File: config.mk
export PLATFORM = sky130hd
export DESIGN_NAME = replay_tracker
export DESIGN_NICKNAME = d
export VERILOG_FILES = /design/src/rtl/replay_tracker_pkg.sv /design/src/rtl/replay_src_merge.sv /design/src/rtl/replay_entry.sv /design/src/rtl/replay_tracker.sv
export SDC_FILE = /design/constraint.sdc
export NUM_CORES = 1
export LEC_CHECK = 0
export ABC_AREA = 1
export BUFFER_PORTS_ARGS = -buffer_cell sky130_fd_sc_hd__buf_2
export CAP_MARGIN = 20
export CORE_MARGIN = 1
export CORE_UTILIZATION = 53
export DETAILED_ROUTE_END_ITERATION = 8
export GPL_ROUTABILITY_DRIVEN = 1
export HOLD_SLACK_MARGIN = 0.15
export PLACE_DENSITY = 0.77
export SETUP_SLACK_MARGIN = 0.1
export SYNTH_ARGS = -nofsm -noshare
export SYNTH_HDL_FRONTEND = slang
export SYNTH_SLANG_ARGS = --single-unit
File: constraint.sdc
create_clock -name clk -period 1.3 [get_ports clk]
set_input_delay 0.065 -clock clk [delete_from_list [all_inputs] [get_ports clk]]
set_output_delay 0.065 -clock clk [all_outputs]
set_load 0.01 [all_outputs]
File: src/rtl/replay_tracker_pkg.sv
package replay_tracker_pkg;
   localparam int DEF_ENTRIES = 8;
   localparam int DEF_SLOTS   = 2;
   localparam int DEF_ROWS    = 3;

   typedef enum logic [1:0] {
      ACT_ADVANCE = 2'd0,
      ACT_FILL    = 2'd1,
      ACT_FLUSH   = 2'd2
   } entry_act_e;

   function automatic int safe_clog2(input int n);
      return (n > 1) ? $clog2(n) : 1;
   endfunction
endpackage

File: src/rtl/replay_src_merge.sv
module replay_src_merge
   import replay_tracker_pkg::*;
#(
   parameter int NUM_ENTRIES = DEF_ENTRIES,
   parameter int LOAD_SLOTS  = DEF_SLOTS,
   parameter int DEPTH_ROWS  = DEF_ROWS,
   localparam int MAT_W  = LOAD_SLOTS * DEPTH_ROWS,
   localparam int IDX_W  = safe_clog2(NUM_ENTRIES),
   localparam int SLOT_W = safe_clog2(LOAD_SLOTS),
   localparam int LAST_LO = (DEPTH_ROWS - 1) * LOAD_SLOTS
) (
   input  logic [NUM_ENTRIES*MAT_W-1:0] all_mats,
   input  logic                         is_load,
   input  logic [SLOT_W-1:0]            slot,
   input  logic                         a_en,
   input  logic [IDX_W-1:0]             a_idx,
   input  logic                         b_en,
   input  logic [IDX_W-1:0]             b_idx,
   input  logic [LOAD_SLOTS-1:0]        miss_mask,
   output logic [MAT_W-1:0]             child_mat,
   output logic                         src_killed
);
   logic [MAT_W-1:0]      mat_a;
   logic [MAT_W-1:0]      mat_b;
   logic [MAT_W-1:0]      merged;
   logic [LOAD_SLOTS-1:0] own_bits;
   logic                  a_ok;
   logic                  b_ok;

   assign a_ok = a_en && (32'(a_idx) < NUM_ENTRIES);
   assign b_ok = b_en && (32'(b_idx) < NUM_ENTRIES);

   always_comb begin
      mat_a = '0;
      mat_b = '0;
      for (int e = 0; e < NUM_ENTRIES; e++) begin
         if (a_ok && (32'(a_idx) == e)) mat_a = all_mats[e*MAT_W +: MAT_W];
         if (b_ok && (32'(b_idx) == e)) mat_b = all_mats[e*MAT_W +: MAT_W];
      end
   end

   assign merged = mat_a | mat_b;

   genvar s;
   generate
      for (s = 0; s < LOAD_SLOTS; s++) begin : g_own
         assign own_bits[s] = is_load && (32'(slot) == s);
      end
   endgenerate

   generate
      if (DEPTH_ROWS > 1) begin : g_deep
         assign child_mat = {merged[LAST_LO-1:0], own_bits};
      end else begin : g_flat
         assign child_mat = own_bits;
      end
   endgenerate

   assign src_killed = |(merged[LAST_LO +: LOAD_SLOTS] & miss_mask);
endmodule

File: src/rtl/replay_entry.sv
module replay_entry
   import replay_tracker_pkg::*;
#(
   parameter int LOAD_SLOTS = DEF_SLOTS,
   parameter int DEPTH_ROWS = DEF_ROWS,
   localparam int MAT_W   = LOAD_SLOTS * DEPTH_ROWS,
   localparam int LAST_LO = (DEPTH_ROWS - 1) * LOAD_SLOTS
) (
   input  logic                  clk,
   input  logic                  rst_n,
   input  logic                  fill_en,
   input  logic [MAT_W-1:0]      fill_mat,
   input  logic                  fill_doomed,
   input  logic [LOAD_SLOTS-1:0] miss_mask,
   output logic [MAT_W-1:0]      mat_q,
   output logic                  kill_o,
   output logic                  replay_o,
   output logic                  pending_o
);
   entry_act_e       act;
   logic [MAT_W-1:0] advanced;
   logic [MAT_W-1:0] mat_d;
   logic             replay_d;

   assign kill_o    = |(mat_q[LAST_LO +: LOAD_SLOTS] & miss_mask);
   assign pending_o = |mat_q;

   generate
      if (DEPTH_ROWS > 1) begin : g_shift
         assign advanced = {mat_q[LAST_LO-1:0], {LOAD_SLOTS{1'b0}}};
      end else begin : g_noshift
         assign advanced = '0;
      end
   endgenerate

   always_comb begin
      if (fill_en)     act = ACT_FILL;
      else if (kill_o) act = ACT_FLUSH;
      else             act = ACT_ADVANCE;
   end

   always_comb begin
      unique case (act)
         ACT_FILL:  mat_d = fill_doomed ? '0 : fill_mat;
         ACT_FLUSH: mat_d = '0;
         default:   mat_d = advanced;
      endcase
      replay_d = kill_o || (fill_en && fill_doomed);
   end

   always_ff @(posedge clk) begin
      if (!rst_n) begin
         mat_q    <= '0;
         replay_o <= 1'b0;
      end else begin
         mat_q    <= mat_d;
         replay_o <= replay_d;
      end
   end

   // a kill is answered by a replay request one cycle later
   assert_replay_after_kill_R8: assert property (@(posedge clk) disable iff (!rst_n)
      kill_o |=> replay_o);

   // a killed record is forgotten unless overwritten
   assert_cleared_after_kill_R8: assert property (@(posedge clk) disable iff (!rst_n)
      (kill_o && !fill_en) |=> (mat_q == '0));

   // without a fill, a record only moves down, never gains bits
   assert_no_new_bits_R7: assert property (@(posedge clk) disable iff (!rst_n)
      !fill_en |=> ((mat_q & ~MAT_W'($past(mat_q) << LOAD_SLOTS)) == '0));
endmodule

File: src/rtl/replay_tracker.sv
module replay_tracker
   import replay_tracker_pkg::*;
#(
   parameter int NUM_ENTRIES = DEF_ENTRIES,
   parameter int LOAD_SLOTS  = DEF_SLOTS,
   parameter int DEPTH_ROWS  = DEF_ROWS,
   localparam int MAT_W  = LOAD_SLOTS * DEPTH_ROWS,
   localparam int IDX_W  = safe_clog2(NUM_ENTRIES),
   localparam int SLOT_W = safe_clog2(LOAD_SLOTS)
) (
   input  logic                   clk,
   input  logic                   rst_n,
   input  logic                   iss_valid,
   input  logic [IDX_W-1:0]       iss_idx,
   input  logic                   iss_is_load,
   input  logic [SLOT_W-1:0]      iss_slot,
   input  logic                   src_a_en,
   input  logic [IDX_W-1:0]       src_a_idx,
   input  logic                   src_b_en,
   input  logic [IDX_W-1:0]       src_b_idx,
   input  logic [LOAD_SLOTS-1:0]  miss_mask,
   output logic [NUM_ENTRIES-1:0] kill_vec,
   output logic [NUM_ENTRIES-1:0] replay_vec,
   output logic [NUM_ENTRIES-1:0] pending_vec
);
   logic [NUM_ENTRIES*MAT_W-1:0] all_mats;
   logic [MAT_W-1:0]             child_mat;
   logic                         src_killed;

   initial begin
      // geometry must be sane for the reset state to be meaningful
      assert_params_R1: assert (NUM_ENTRIES >= 2 && LOAD_SLOTS >= 1 && DEPTH_ROWS >= 1);
   end

   replay_src_merge #(
      .NUM_ENTRIES(NUM_ENTRIES),
      .LOAD_SLOTS (LOAD_SLOTS),
      .DEPTH_ROWS (DEPTH_ROWS)
   ) u_merge (
      .all_mats  (all_mats),
      .is_load   (iss_is_load),
      .slot      (iss_slot),
      .a_en      (src_a_en),
      .a_idx     (src_a_idx),
      .b_en      (src_b_en),
      .b_idx     (src_b_idx),
      .miss_mask (miss_mask),
      .child_mat (child_mat),
      .src_killed(src_killed)
   );

   genvar e;
   generate
      for (e = 0; e < NUM_ENTRIES; e++) begin : g_entry
         logic hit;
         assign hit = iss_valid && (32'(iss_idx) == e);
         replay_entry #(
            .LOAD_SLOTS(LOAD_SLOTS),
            .DEPTH_ROWS(DEPTH_ROWS)
         ) u_entry (
            .clk        (clk),
            .rst_n      (rst_n),
            .fill_en    (hit),
            .fill_mat   (child_mat),
            .fill_doomed(src_killed),
            .miss_mask  (miss_mask),
            .mat_q      (all_mats[e*MAT_W +: MAT_W]),
            .kill_o     (kill_vec[e]),
            .replay_o   (replay_vec[e]),
            .pending_o  (pending_vec[e])
         );
      end
   endgenerate

   // a replay request always follows a reported miss
   assert_replay_needs_miss_R8: assert property (@(posedge clk) disable iff (!rst_n)
      (|replay_vec) |-> $past(|miss_mask));

   // a load that is not doomed is pending right after issue
   assert_load_pending_R2: assert property (@(posedge clk) disable iff (!rst_n)
      (iss_valid && iss_is_load && !src_killed && (32'(iss_idx) < NUM_ENTRIES))
      |=> pending_vec[$past(iss_idx)]);

   // issuing onto a dying producer yields an immediate replay
   assert_inherit_R9: assert property (@(posedge clk) disable iff (!rst_n)
      (iss_valid && src_killed && (32'(iss_idx) < NUM_ENTRIES))
      |=> (replay_vec[$past(iss_idx)] && !pending_vec[$past(iss_idx)]));
endmodule

==> results of run 1 <==
-- cell type report --
type | count | area, µm²
Tap cell | 77 | 96.34
Clock buffer | 5 | 68.82
Multi-Input combinational cell | 384 | 2056
Sequential cell | 56 | 1172
Inverter | 95 | 361.6
Timing Repair Buffer | 125 | 1077
Fill cell | 416 | 1518
-- sequential cells by signal, indices dropped and copies added, names as in the netlist --
name and count:
g_entry.u_entry.mat_q 48, g_entry.u_entry.replay_o 8
-- worst max-delay path: stages (launching register included) --
cell	delay (ps)
dfxtp_2	340
nand2_1	70
nand2_1	80
nor2_1	110
nand4_1	140
nor2_2	140
nand3_2	130
nand2_8	150
clkbuf_16	190
nand4_1	120
nand2_1	110
-- timing repair --
item,in CTS,in global routing
gates cloned,0,4
hold buffers,0,0
setup endpoints to repair,72,72
buffers inserted,11,4
resized for setup,80,51
pin swaps,31,35
-- synthesized netlist by cell type --
library cell | number | area [µm²]
nand2_1 | 176 | 660.6
inv_1 | 86 | 322.8
nor2_1 | 84 | 315.3
dfxtp_1 | 56 | 1121
nand4_1 | 38 | 237.7
buf_4 | 30 | 225.2
nand3_1 | 26 | 130.1
o22ai_1 | 10 | 62.56
nand3_2 | 9 | 90.09
nor3_1 | 9 | 45.04
nor4_1 | 8 | 50.05
inv_2 | 7 | 26.28
o21ai_0 | 6 | 30.03
a21oi_1 | 5 | 25.02
nand2_2 | 4 | 25.02
nor2_2 | 4 | 25.02
o21ai_1 | 3 | 15.01
buf_6 | 2 | 22.52
clkbuf_1 | 2 | 7.510
clkinv_1 | 2 | 7.510
nand3b_2 | 1 | 11.26
nor2_4 | 1 | 11.26
-- stage by stage --
step                power [mW]  instances  TNS [ps]  utilization
detailed placement       2.202        719    -18580       0.6388
global placement         2.192        719    -14950       0.6388
global route             3.244        742    -20230       0.7610
finish                   3.161        742    -15250       0.7610
floorplan                2.029        569         0            -
CTS                      3.056        735     -7802       0.7115
-- metal layers --
metal / wire length (µm) / track usage / up-vias
met5: 0 / 0 / -
met4: 838 / 0.1614 / 0
met1: 4854 / 0.4206 / 2002
met3: 1375 / 0.04771 / 98
met2: 5954 / 0.5350 / 393
li1: - / - / 1955
-- worst max path at each step --
stage | startpoint | end | cells past startpoint | slack, ps
2_1_floorplan | g_entry[1].u_entry.mat_q[5] | g_entry[1].u_entry.replay_o | 13 | 20
3_3_place_gp | src_b_idx[2] | g_entry[0].u_entry.mat_q[4] | 14 | -310
3_5_place_dp | src_b_idx[2] | g_entry[0].u_entry.mat_q[4] | 14 | -380
4_1_cts | g_entry[1].u_entry.mat_q[5] | g_entry[5].u_entry.replay_o | 13 | -180
5_1_grt | g_entry[3].u_entry.mat_q[4] | g_entry[0].u_entry.mat_q[5] | 12 | -400
6_report | g_entry[0].u_entry.mat_q[4] | g_entry[5].u_entry.mat_q[4] | 10 | -360
-- cell families after synthesis --
logic type,after synthesis,synth area share
AND/OR/NAND/NOR,360,0.4619
buffers and inverters,129,0.1765
flip-flops,56,0.3234
AO/OA/AOI/OAI,24,0.03825
-- power groups by stage --
stage / Sequential (mW) / Combinational (mW) / Clock (mW)
2_1_floorplan: 1.77 / 0.260 / 0
3_3_place_gp: 1.77 / 0.421 / 0
3_5_place_dp: 1.77 / 0.431 / 0
4_1_cts: 1.73 / 0.472 / 0.857
5_1_grt: 1.72 / 0.595 / 0.925
6_report: 1.72 / 0.556 / 0.882
==> impl_metrics.env, run 1 <==
export IMPL_power_switching_share=0.2772
export IMPL_cts_htree_levels=2
export IMPL_timing_worst_setup_path_type="flip-flop to flip-flop"
export IMPL_area_post_placement_mm2=0.004056
export IMPL_synth_ff_latch_count=56
export IMPL_design_portCount=42
export IMPL_num_rows=29
export IMPL_antenna_found_initial=0
export IMPL_fp_dieArea_mm2=0.006869
export IMPL_timing_hold_worst_class="input pin to flip-flop"
export IMPL_syn_to_final_growth_pct=39.37
export IMPL_worst_r2r_startpoint="g_entry[0].u_entry.mat_q[4]"
export IMPL_clock_tree_from_tritoncts="built"
export IMPL_start_kind="flip-flop"
export IMPL_clock_network_latency_to_the_later_pin_of_the_worst_skew_pair_ps=310
export IMPL_setup_repair_after_global_routing_missed_its_margin="yes"
export IMPL_maxCapViolations=0
export IMPL_final_layout_size_suffix_gt1_frac=0.3504
export IMPL_fmax_ghz=0.6038
export IMPL_initial_utilization=0.5460
export IMPL_slew_violations=0
export IMPL_yosysWarnings=0
export IMPL_rr_endpoint="g_entry[5].u_entry.mat_q[4]"
export IMPL_tritoncts_num_buffers=5
export IMPL_routed_via_count=4448
export IMPL_power_leakage_nw=2.476
export IMPL_seq_area_frac_synth=0.3233
export IMPL_max_slew_worst_pin_slew_ps=587.0
export IMPL_min_delay_start="iss_slot"
export IMPL_groute_usage_overall=0.3268
export IMPL_master_cell_of_the_clock_root_buffer="clkbuf_8"
export IMPL_globalRoute_totalOverflow=0
export IMPL_timing_critical_path_required_ps=1540
export IMPL_drtIter0Drc=532
export IMPL_p_int_mw=2.285
export IMPL_hold_slack_ps=189.4
export IMPL_pwr_share_seq=0.545
export IMPL_layout_cell_area_non_filler_mm2=0.004832
export IMPL_maximum_number_of_pins_on_one_net_before_global_route_repair=31
export IMPL_timing_hold_worst_path_depth=4
export IMPL_synth_cell_area_mm2=0.003467
export IMPL_postRouteAntennaNets=0
export IMPL_drt_drc_violations_left=0
export IMPL_cts_clk_slew_worst_paths_ps=100
export IMPL_route_detailed_vias_per_inst=5.995
export IMPL_layout_common_cells="nand2_1 (171), inv_1 (75), nor2_1 (74), buf_4 (51), nand4_1 (38)"
export IMPL_netSwitchingPower_uw=876.1
export IMPL_setup_violations=64
export IMPL_drt_wl_total_um=13020
export IMPL_place_congestion=0.9772
export IMPL_share_comb_of_total_power=0.176
export IMPL_dp_slack_ps=-384.2
export IMPL_holdPathEnd="g_entry[2].u_entry.mat_q[0]"
export IMPL_min_period_ps=1656
export IMPL_vias_in_the_first_global_route=3867
export IMPL_layout_worst_path_cycle_share=1.274
export IMPL_synth_area_per_cell_um2=6.093
export IMPL_clkPwrFrac=0.279
export IMPL_finalClockSkew_ps=7.876
export IMPL_run_status="finished with violations"
export IMPL_die_h_um=82.88
export IMPL_synthDistinctLibCells=22
export IMPL_failing_checks="setup timing"
export IMPL_io_buffer_count=41
export IMPL_number_of_buffers_on_the_longest_clock_path=2
export IMPL_worstPathMaxFanout=15
export IMPL_final_common_cell="nand2_1"
export IMPL_setup_worst_path_end_class="flip-flop"
export IMPL_final_net_count=685
export IMPL_route_detailed_wl_per_inst_um=17.55
export IMPL_cts_sink_count=56
export IMPL_fin_ws_ps=-356.2
export IMPL_postSynthNetCount=587
export IMPL_die_width_um=82.88
export IMPL_ff2ff_path_depth=10
export IMPL_pwr_density_cell_mw_per_mm2=654.1
export IMPL_grt_pass1_wl_um=18210
export IMPL_place_detailed_hpwl_um=7820
export IMPL_drt_pre_antenna_iters=6
export IMPL_reg2reg_setup_slack_ps=-360
export IMPL_floorplan_core_area_mm2=0.006350
export IMPL_irDropWorstVdd_uv=544.0
export IMPL_timing_final_hold_violations=0
export IMPL_arrival_time_of_the_worst_setup_path_ps=1900
export IMPL_max_slew_margin_rel=0.6056
export IMPL_synthCells=569
export IMPL_antenna_cells=0
No activity file was read; power rests on OpenSTA's default activity.
==> inputs of run 2 (changes only) <==
--- a/config.mk
+++ b/config.mk
@@ -14,6 +14,7 @@
 export GPL_ROUTABILITY_DRIVEN = 1
 export HOLD_SLACK_MARGIN = 0.15
 export PLACE_DENSITY = 0.77
+export REMOVE_ABC_BUFFERS = 1
 export SETUP_SLACK_MARGIN = 0.1
 export SYNTH_ARGS = -nofsm -noshare
 export SYNTH_HDL_FRONTEND = slang
==> run 2 against run 1 <==
Net effect:
- the flow still finishes with violations (setup timing)
- register-to-register slack hardly changed
- critical path type unchanged
- first-iteration DRC count is 2.8% lower
- design area is 1.4% higher
- combinational power is 5.4% higher
- highest routed layer unchanged
- clock power is 16% higher
- via count is 0.76% lower
- non-clock buffer count is 7 higher
==> impl_metrics.env, run 2 (synthesis gave the netlist of run 1 again) <==
export IMPL_arrival_time_of_the_worst_setup_path_ps=1890
export IMPL_layoutNonFillerInstCount=754
export IMPL_postLayoutCoreUtil=0.7716
export IMPL_postRouteAntennaNets=0
export IMPL_globalRoute_totalOverflow=0
export IMPL_master_cell_of_the_clock_root_buffer="clkbuf_8"
export IMPL_start_kind="flip-flop"
export IMPL_cts_htree_levels=2
export IMPL_groute_usage_overall=0.3376
export IMPL_cts_clk_slew_worst_paths_ps=90
export IMPL_final_layout_size_suffix_gt1_frac=0.3604
export IMPL_timing_hold_worst_class="input pin to flip-flop"
export IMPL_design_portCount=42
export IMPL_regMostFlops="g_entry.u_entry.mat_q"
export IMPL_antenna_cells=0
export IMPL_sum_of_internal_switching_and_leakage_power_mw=3.333
export IMPL_globalRouteMet2Util=0.5574
export IMPL_number_of_buffers_on_the_longest_clock_path=2
export IMPL_routed_via_count=4414
export IMPL_setup_violations=67
export IMPL_largest_register_ffs=48
export IMPL_drtIter0Drc=517
export IMPL_use_met1=0.4310
export IMPL_layout_cell_area_non_filler_mm2=0.004900
export IMPL_worstPathMaxFanout=8
export IMPL_die_width_um=82.88
export IMPL_timing_worst_setup_path_type="flip-flop to flip-flop"
export IMPL_timing_critical_path_cells="inv_2 > nor2_1 > nor2_1 > nand2_1 > nand2_2 > nand2_2 > nand2_2 > nand3_4 > nand2_8 > nand3_2 > nor2_1"
export IMPL_timing_final_hold_violations=0
export IMPL_final_net_count=694
export IMPL_vias_in_the_first_global_route=3868
export IMPL_nFillCells=427
export IMPL_cts_sink_count=56
export IMPL_floorplan_core_area_mm2=0.006350
export IMPL_reg_top3="g_entry.u_entry.mat_q: 48 flops, g_entry.u_entry.replay_o: 8 flops"
export IMPL_clock_network_latency_to_the_later_pin_of_the_worst_skew_pair_ps=320
export IMPL_critPathMaxStageDelay_ps=350
export IMPL_timing_critical_path_required_ps=1550
export IMPL_place_detailed_hpwl_um=8439
export IMPL_failing_checks="setup timing"
export IMPL_maxCapViolations=0
export IMPL_power_leakage_nw=2.528
export IMPL_grt_met3_usage=0.05567
export IMPL_place_congestion=0.9733
export IMPL_route_detailed_vias_per_inst=5.854
export IMPL_hold_slack_ps=200.7
export IMPL_grt_pass1_wl_um=18470
export IMPL_clock_tree_from_tritoncts="built"
export IMPL_min_period_ps=1644
export IMPL_slew_violations=0
export IMPL_layout_worst_path_cycle_share=1.265
export IMPL_syn_to_final_growth_pct=41.32
export IMPL_max_slew_margin_rel=0.6722
export IMPL_final_common_cell="nand2_1"
export IMPL_fp_dieArea_mm2=0.006869
export IMPL_drt_wl_total_um=13480
export IMPL_route_detailed_wl_per_inst_um=17.87
export IMPL_layout_common_cells="nand2_1 (170), nor2_1 (78), inv_1 (71), buf_4 (58), nand4_1 (38)"
export IMPL_area_post_placement_mm2=0.004084
export IMPL_num_rows=29
export IMPL_setup_worst_path_end_class="flip-flop"
export IMPL_drt_pre_antenna_iters=7
export IMPL_tritoncts_num_buffers=5
export IMPL_fmax_ghz=0.6082
export IMPL_busiest_layer_in_global_routing="met2"
export IMPL_drt_drc_violations_left=0
export IMPL_io_buffer_count=41
export IMPL_run_status="finished with violations"
export IMPL_pwr_density_cell_mw_per_mm2=680.3
export IMPL_initial_utilization=0.5460
export IMPL_irDropWorstVdd_uv=875.5
export IMPL_finalClockSkew_ps=7.132
export IMPL_die_h_um=82.88
export IMPL_dp_cells=724
export IMPL_max_slew_worst_pin_slew_ps=487.9
export IMPL_maximum_number_of_pins_on_one_net_before_global_route_repair=23
export IMPL_worst_path_max_delay_cell="dfxtp_2"
export IMPL_fin_ws_ps=-344.1
export IMPL_setup_repair_after_global_routing_missed_its_margin="yes"
export IMPL_antenna_found_initial=0
[run 2: power by group]
group	switching (mW)	leakage [nW]	internal [mW]
Clock	0.579	0.0455	0.437
Combinational	0.347	2.02	0.239
Sequential	0.0116	0.467	1.72
Total	0.937	2.53	2.40
[run 2: path summary, 6_finish.rpt]
kind | slack [ps] | cells after the start | start | endpoint
setup / recovery | -340 | 11 | g_entry[2].u_entry.mat_q[5] | g_entry[0].u_entry.mat_q[0]
hold / removal | 200 | 4 | rst_n | g_entry[7].u_entry.mat_q[1]
setup reg to reg | -340 | 11 | g_entry[2].u_entry.mat_q[5] | g_entry[0].u_entry.mat_q[0]
hold reg to reg | 470 | 2 | g_entry[2].u_entry.mat_q[1] | g_entry[2].u_entry.mat_q[3]
[run 2: critical path, delay by kind of cell, from the launching register on]
kind	cells	cell delay [ps]
buffers and inverters	1	100
flip-flops	1	350
AND/OR/NAND/NOR	10	1120
[run 2: stage by stage]
step                TNS, ps  setup slack (ps)
CTS                  -11760            -252.6
finish               -15440            -344.1
global placement     -22790            -457.0
detailed placement   -24410            -488.6
global route         -21200            -434.2
floorplan            -14730            -361.1
[run 2: area by class of cell]
cell class	count	area (µm²)	share of cell area
Tap cell	77	96.34	0.01966
Clock buffer	8	90.09	0.01839
Sequential cell	56	1164	0.2375
Inverter	95	361.6	0.07380
Multi-Input combinational cell	386	2068	0.4221
Timing Repair Buffer	132	1120	0.2285
[run 2: metal layers]
metal,part of all wire,up-vias
met5,0,-
met4,0.069,0
met3,0.11,109
met2,0.45,357
met1,0.37,1964
li1,-,1984
[run 2: what timing repair did]
action                                 4_1_cts  5_1_grt
setup buffers                               14        6
endpoints found under the hold margin        7        0
pin swaps                                   35       28
hold buffers                                 1        0
cloned                                       1        5
resized for setup                           85       51
setup endpoints to repair                   72       72
==> inputs of run 3 (changes only) <==
--- a/config.mk
+++ b/config.mk
@@ -15,7 +15,7 @@
 export HOLD_SLACK_MARGIN = 0.15
 export PLACE_DENSITY = 0.77
 export REMOVE_ABC_BUFFERS = 1
-export SETUP_SLACK_MARGIN = 0.1
+export SETUP_SLACK_MARGIN = 0.4
 export SYNTH_ARGS = -nofsm -noshare
 export SYNTH_HDL_FRONTEND = slang
 export SYNTH_SLANG_ARGS = --single-unit
==> run 3 against run 2 <==
Net effect:
- sequential share of layout area decreased by 0.051 points
- largest power group unchanged
- fmax fell by 5.6%
- the run still ends with setup timing left
- total power down 0.29%
==> impl_metrics.env, run 3 (synthesis gave the netlist of run 1 again) <==
export IMPL_run_status="finished with violations"
export IMPL_failing_checks="setup timing"
export IMPL_min_period_ps=1742
export IMPL_final_net_count=694
export IMPL_setup_repair_after_global_routing_missed_its_margin="yes"
export IMPL_crit_path_start="g_entry[2].u_entry.mat_q[5]"
export IMPL_clock_network_latency_to_the_later_pin_of_the_worst_skew_pair_ps=320
export IMPL_layout_cell_area_non_filler_mm2=0.004926
export IMPL_ff2ff_path_depth=13
export IMPL_cts_htree_levels=2
export IMPL_timing_final_hold_violations=0
export IMPL_tritoncts_num_buffers=5
export IMPL_syn_to_final_growth_pct=42.08
export IMPL_timing_hold_worst_class="input pin to flip-flop"
export IMPL_postRouteAntennaNets=0
export IMPL_hold_slack_ps=132.5
export IMPL_start_kind="flip-flop"
export IMPL_rr_endpoint="g_entry[0].u_entry.mat_q[4]"
export IMPL_antenna_found_initial=0
export IMPL_power_leakage_nw=2.545
export IMPL_fp_dieArea_mm2=0.006869
export IMPL_dp_slack_ps=-488.6
export IMPL_number_of_buffers_on_the_longest_clock_path=2
export IMPL_io_buffer_count=41
export IMPL_design_portCount=42
export IMPL_slew_violations=0
export IMPL_max_slew_worst_pin_slew_ps=513.6
export IMPL_area_post_placement_mm2=0.004084
export IMPL_place_detailed_hpwl_um=8439
export IMPL_timing_critical_path_required_ps=1560
export IMPL_drt_pre_antenna_iters=8
export IMPL_pwr_density_cell_mw_per_mm2=674.7
export IMPL_layout_worst_path_cycle_share=1.340
export IMPL_groute_usage_overall=0.3343
export IMPL_min_delay_start="iss_slot"
export IMPL_initial_utilization=0.5460
export IMPL_grt_pass1_wl_um=18280
export IMPL_setup_tns_final_ps=-18760
export IMPL_layout_common_cells="nand2_1 (172), nor2_1 (81), inv_1 (72), buf_4 (58), nand4_1 (38)"
export IMPL_drt_wl_total_um=14080
export IMPL_route_detailed_wl_per_inst_um=18.67
export IMPL_cts_clk_slew_worst_paths_ps=100
export IMPL_finalClockSkew_ps=5.900
export IMPL_setup_violations=65
export IMPL_vias_in_the_first_global_route=3874
export IMPL_num_rows=29
export IMPL_worst_r2r_startpoint="g_entry[2].u_entry.mat_q[5]"
export IMPL_cp_endpoint="g_entry[0].u_entry.mat_q[4]"
export IMPL_fin_ws_ps=-441.9
export IMPL_drtIter0Drc=558
export IMPL_max_slew_margin_rel=0.6563
export IMPL_largest_register_ffs=48
export IMPL_cts_sink_count=56
export IMPL_arrival_time_of_the_worst_setup_path_ps=2000
export IMPL_master_cell_of_the_clock_root_buffer="clkbuf_8"
export IMPL_final_common_cell="nand2_1"
export IMPL_routed_via_count=4583
export IMPL_place_congestion=0.9733
export IMPL_fmax_ghz=0.5741
export IMPL_worstPathMaxFanout=6
export IMPL_drt_drc_violations_left=0
export IMPL_setup_worst_path_end_class="flip-flop"
export IMPL_regMostFlops="g_entry.u_entry.mat_q"
export IMPL_maximum_number_of_pins_on_one_net_before_global_route_repair=23
export IMPL_irDropWorstVdd_uv=845.3
export IMPL_timing_worst_setup_path_type="flip-flop to flip-flop"
export IMPL_sum_of_internal_switching_and_leakage_power_mw=3.323
export IMPL_clock_tree_from_tritoncts="built"
export IMPL_maxCapViolations=0
export IMPL_reg_top3="g_entry.u_entry.mat_q: 48 flops, g_entry.u_entry.replay_o: 8 flops"
export IMPL_route_detailed_vias_per_inst=6.078
export IMPL_antenna_cells=0
export IMPL_reg2reg_setup_slack_ps=-440
export IMPL_die_width_um=82.88
export IMPL_die_h_um=82.88
export IMPL_nFillCells=418
export IMPL_globalRoute_totalOverflow=0
export IMPL_floorplan_core_area_mm2=0.006350
export IMPL_final_layout_size_suffix_gt1_frac=0.3516
-- run 3: cell count changes in the layout (fill, tap and decap cells not counted), moves of 2 or more --
cell / delta
nor2_1: +3
dfxtp_2: -3
dfxtp_4: +2
nor2_2: -2
nand2_1: +2
clkbuf_16: +2
-- run 3: timing repair --
item	4_1_cts	5_1_grt
buffers inserted	13	2
endpoints found under the setup margin	72	72
cloned	1	6
gates resized for setup	86	43
pin swaps	35	26
hold endpoints to repair	7	0
-- run 3: through the flow --
stage,instances,util
after floorplan,535,-
after global placement,724,0.6432
after detailed placement,724,0.6432
after CTS,746,0.7257
after global routing,754,0.7758
final,754,0.7758
-- run 3: critical path: stages, from the launching register on --
cell and delay [ps]:
dfxtp_2 350, inv_2 110, nor2_1 60, nor2_1 90
nand2_1 80, nand2_2 90, nand2_2 60, nand2_2 80
nand3_4 120, nand2_8 120, buf_12 120, clkbuf_16 140
nand4_1 130, nand2_1 120
-- run 3: cell type report --
class / count / area [µm²] / area share
sequential: 56 / 1167 / 0.2370
timing repair buffer: 132 / 1156 / 0.2347
tap: 77 / 96.34 / 0.01956
multi-input combinational: 386 / 2054 / 0.4171
inverter: 95 / 361.6 / 0.07341
clock buffer: 8 / 90.09 / 0.01829
-- run 3: per-layer routing --
| metal | share of wire | wire length, µm | track usage | vias up |
|---|---|---|---|---|
| met2 | 0.45 | 6289 | 0.5440 | 424 |
| met1 | 0.35 | 4997 | 0.4234 | 2043 |
| met5 | 0 | 0 | 0 | - |
| met4 | 0.067 | 938 | 0.1646 | 0 |
| li1 | - | - | - | 1983 |
| met3 | 0.13 | 1853 | 0.06461 | 133 |
-- run 3: power breakdown --
| group | switching (mW) | internal [mW] | total [mW] |
|---|---|---|---|
| combinational | 0.349 | 0.240 | 0.589 |
| clock | 0.570 | 0.437 | 1.01 |
| sequential | 0.0120 | 1.72 | 1.73 |
-- run 3: how the worst min path moves through the flow --
stage	endpoint	slack, ps	depth (start not counted)
4_1_cts	g_entry[5].u_entry.mat_q[0]	130	4
3_5_place_dp	g_entry[2].u_entry.mat_q[3]	450	2
6_report	g_entry[1].u_entry.mat_q[0]	130	4
2_1_floorplan	g_entry[5].u_entry.mat_q[0]	240	2
3_3_place_gp	g_entry[2].u_entry.mat_q[3]	440	2
5_1_grt	g_entry[7].u_entry.mat_q[0]	160	4
